$ cat config.mk
export PLATFORM = sky130hd
export DESIGN_NAME = modn_counter
export DESIGN_NICKNAME = d
export VERILOG_FILES = /design/src/rtl/modn_pkg.sv /design/src/rtl/modn_tc_decode.sv /design/src/rtl/modn_action_sel.sv /design/src/rtl/modn_next_mux.sv /design/src/rtl/modn_counter.sv
export SDC_FILE = /design/constraint.sdc
export NUM_CORES = 1
export LEC_CHECK = 0
export BUFFER_PORTS_ARGS = -buffer_cell sky130_fd_sc_hd__buf_2
export CAP_MARGIN = 20
export CORE_AREA = 2 2 39 41
export DETAILED_ROUTE_END_ITERATION = 8
export DIE_AREA = 0 0 41 43
export GPL_TIMING_DRIVEN = 1
export SYNTH_ARGS = -nofsm -noshare
export SYNTH_HDL_FRONTEND = slang
export SYNTH_SLANG_ARGS = --single-unit
$ cat constraint.sdc
create_clock -name clk -period 1.25 [get_ports clk]
set_input_delay 0.1875 -clock clk [delete_from_list [all_inputs] [get_ports clk]]
set_output_delay 0.1875 -clock clk [all_outputs]
set_load 0.01 [all_outputs]
$ cat src/rtl/modn_pkg.sv
package modn_pkg;
    typedef enum logic [1:0] {
        ACT_HOLD = 2'd0,
        ACT_INC  = 2'd1,
        ACT_WRAP = 2'd2,
        ACT_LOAD = 2'd3
    } act_e;
endpackage

$ cat src/rtl/modn_tc_decode.sv
module modn_tc_decode #(
    parameter int WIDTH   = 4,
    parameter int MODULUS = 7
) (
    input  logic [WIDTH-1:0] q,
    output logic             tc
);
    generate
        if (MODULUS == 7 && WIDTH >= 3) begin : g_reduced
            // States 7 and above cannot be reached, so 6 is the only state with bits 2 and 1 both set
            logic unused_q;
            assign unused_q = ^q;
            assign tc = q[2] & q[1];
        end else begin : g_full
            localparam logic [WIDTH-1:0] TERM = WIDTH'(MODULUS - 1);
            assign tc = (q == TERM);
        end
    endgenerate
endmodule

$ cat src/rtl/modn_action_sel.sv
module modn_action_sel
    import modn_pkg::*;
(
    input  logic load_en,
    input  logic count_en,
    input  logic tc,
    output act_e act
);
    always_comb begin
        act = ACT_HOLD;
        unique casez ({load_en, count_en, tc})
            3'b1??:  act = ACT_LOAD;
            3'b010:  act = ACT_INC;
            3'b011:  act = ACT_WRAP;
            3'b00?:  act = ACT_HOLD;
            default: act = ACT_HOLD;
        endcase
    end
endmodule

$ cat src/rtl/modn_next_mux.sv
module modn_next_mux
    import modn_pkg::*;
#(
    parameter int WIDTH = 4
) (
    input  act_e             act,
    input  logic [WIDTH-1:0] q,
    input  logic [WIDTH-1:0] load_val,
    output logic [WIDTH-1:0] next_q
);
    always_comb begin
        next_q = q;
        unique case (act)
            ACT_LOAD: next_q = load_val;
            ACT_WRAP: next_q = '0;
            ACT_INC:  next_q = q + WIDTH'(1);
            ACT_HOLD: next_q = q;
            default:  next_q = q;
        endcase
    end
endmodule

$ cat src/rtl/modn_counter.sv
module modn_counter
    import modn_pkg::*;
#(
    parameter int WIDTH   = 4,
    parameter int MODULUS = 7
) (
    input  logic             clk,
    input  logic             rst_n,
    input  logic             load_en,
    input  logic             count_en,
    input  logic [WIDTH-1:0] load_val,
    output logic [WIDTH-1:0] cnt_q,
    output logic             carry_out
);
    logic             tc;
    act_e             act;
    logic [WIDTH-1:0] next_q;

    modn_tc_decode #(.WIDTH(WIDTH), .MODULUS(MODULUS)) u_tc (
        .q  (cnt_q),
        .tc (tc)
    );

    modn_action_sel u_act (
        .load_en  (load_en),
        .count_en (count_en),
        .tc       (tc),
        .act      (act)
    );

    modn_next_mux #(.WIDTH(WIDTH)) u_next (
        .act      (act),
        .q        (cnt_q),
        .load_val (load_val),
        .next_q   (next_q)
    );

    always_ff @(posedge clk or negedge rst_n) begin
        if (!rst_n) cnt_q <= '0;
        else        cnt_q <= next_q;
    end

    assign carry_out = count_en & tc;
endmodule

==> reports/results.txt <==
number of nets in the layout: 53
Yosys Warn Count: 0
Post-Synth Adder-Cell Area: 5.814%
largest net degree at the start of global routing: 9
Slew HR: 84.98%
GR Util met3: 2.618%
Critical Path Source: cnt_q[1]
largest family of logic cells by synthesized area: simple AND/OR/NAND/NOR gates
Worst Path Max Fanout: 5
layout cell share with drive strength beyond 1: 42.86%
H-tree depth: 1
GRT Max-Usage Layer: met2
total CTS buffers: 3
row count: 14
first drt pass iteration count: 2
VDD IR max: 0.0004116 V
drt via density: 4.138
WP data required: 1.06 ns
endpoints failing setup: 0
FF-to-FF Start: cnt_q[0]
DRT iter0 DRCs: 1
die height: 43 µm
ys async rst share: 100.0%
placed wire-length estimate: 413.9 µm
Most flops, register: cnt_q
Compound-Gate Fraction of Synth Area: 20.93%
io pins: 13
Core Footprint: 1384 µm²
Pwr Total: 421.9 µW
Hold Vio Cnt, Final: 0
Mapped Area: 215.2 µm²
CTS root buf: clkbuf_4
Yosys reg bits: 4
Largest regs: cnt_q (4)
vias in the first global route: 232
Placer Congestion: 0.6774
diode count: 0
syn avg cell area: 8.967 µm²
Final min period: 1.225 ns
number of flip-flops in the largest register: 4
Hold Slack: 0.1582 ns
Die X: 41 µm
initial antenna violation count: 0
post-route ant nets: 0
CTS tree: built
status: completed
sequential share of the synthesized area: 46.51%
unrepaired setup endpoints after global routing: true
ys flop type: dfrtp_1
CP Data Arrival Time: 1.04 ns
share of the synthesized area in the top cell type: 46.51%
Synth Area in Simple Gates: 25.00%
Die ar.: 1763 µm²
Worst Max-Slew Pin Slew: 0.2254 ns
clock slew at reported path FFs: 0.03 ns
critical path type: flop to output pin
input/output buffers: 12
Fmax: 816.1 MHz
area growth from synthesis to layout: 66.28%
Hold Startpoint: load_val[0]
Final Max Tran Viols: 0
first-pass GRT wire length: 883 µm
total wire length: 555 µm
per-cell routed wire length: 9.569 µm
Leak: 0.0001790 µW
Setup Skew: 0.0009833 ns
Num Clock Sinks: 4
DRC Markers: 0
Synth Instances: 24
initial core utilization: 15.55%
synth cell count leaders: dfrtp_1, nand2_1, nor2b_1, o21ai_0, a21oi_1
Final period util: 98.03%
total number of vias: 240
startpoint types: flop
Mapped Nets: 33
Overflow after GRT: 0
Max Cap Viol: 0
EDFF count, synth: 0
post-synth top area cell: dfrtp_1
GR Layer Usage met2: 10.63%
Tightest Hold Check Type: input port to flop
Synth Area in XOR/XNOR: 0%
worst skew pair latency: 0.23 ns
clock tree buffer depth: 2
Distinct cells, synth: 13
mux cell area share after synthesis: 0%
All-Layer GR Usage: 8.174%
Crit. End Element: output pin
grt met1 use: 8.824%
Util after Layout: 25.86%
top area cells in the synthesized netlist: dfrtp_1, nor2b_1, o21ai_0, nand2_1, ha_1
Pwr per Cell Area: 1179 nW/µm²
-- layout make-up --
cell class	instances	area, µm²
clock buffer	3	22.52
inverter	1	3.754
fill	152	1026
timing repair buffer	15	95.09
multi-input combinational	19	116.4
tap	16	20.02
sequential	4	100.1
-- through the flow --
stage          instance area (µm²)   TNS (ns)  instances  worst slack, ns
5_1_grt                      357.8  -0.007408         58        -0.007408
3_5_place_dp                 302.8          0         53          0.06681
3_3_place_gp                 302.8          0         53          0.08112
4_1_cts                      346.6          0         57          0.01314
2_1_floorplan                215.2          0         24          0.08804
6_report                     357.8          0         58          0.02463
-- layer usage --
metal | routed length (µm) | up-vias
met3 | 64 | 2
li1 | - | 122
met5 | 0 | -
met1 | 212 | 105
met2 | 257 | 11
met4 | 21 | 0
-- critical path, stage by stage, from the launching register on --
cell and delay, ns:
dfrtp_1 0.38, buf_6 0.13, and3_4 0.18, buf_6 0.12
-- repair_timing --
item,4_1_cts,5_1_grt
cloned,0,0
endpoints found under the hold margin,4,0
resized for setup,2,1
setup endpoints to repair,1,1
buffers inserted,0,1
hold buffers,1,0
-- kinds of logic (layout without fill, tap and decap cells) --
group	Yosys count	count (layout)
DFF	4	4
and+or+nand+nor	10	10
buffers and inverters	1	19
AOI/OAI and AO/OA	8	8
adders and majority gates	1	1
-- power by group --
group          internal, µW  leakage (µW)  switching (µW)
logic                  57.9      0.000117            48.4
clock network           107     0.0000138            50.9
registers               145     0.0000482            12.7
-- layout by cell type, fill, tap and decap left out, drive strengths merged, types with 2 or more instances in the layout --
cell	count
buf	14
nand2	4
dfrtp	4
o21ai	4
nor2b	3
clkbuf	3
a21oi	2
-- path summary, 6_finish.rpt --
| path | cells after the start | slack [ns] | end |
|---|---|---|---|
| setup / recovery | 3 | 0.02 | carry_out |
| hold / removal | 3 | 0.16 | cnt_q[0] |
| setup reg to reg | 4 | 0.08 | cnt_q[2] |
| hold reg to reg | 2 | 0.54 | cnt_q[3] |
| max in group asynchronous | 2 | 0.85 | cnt_q[0] |
| min in group asynchronous | 2 | 0.29 | cnt_q[3] |
(Power assumes the default switching activity.)
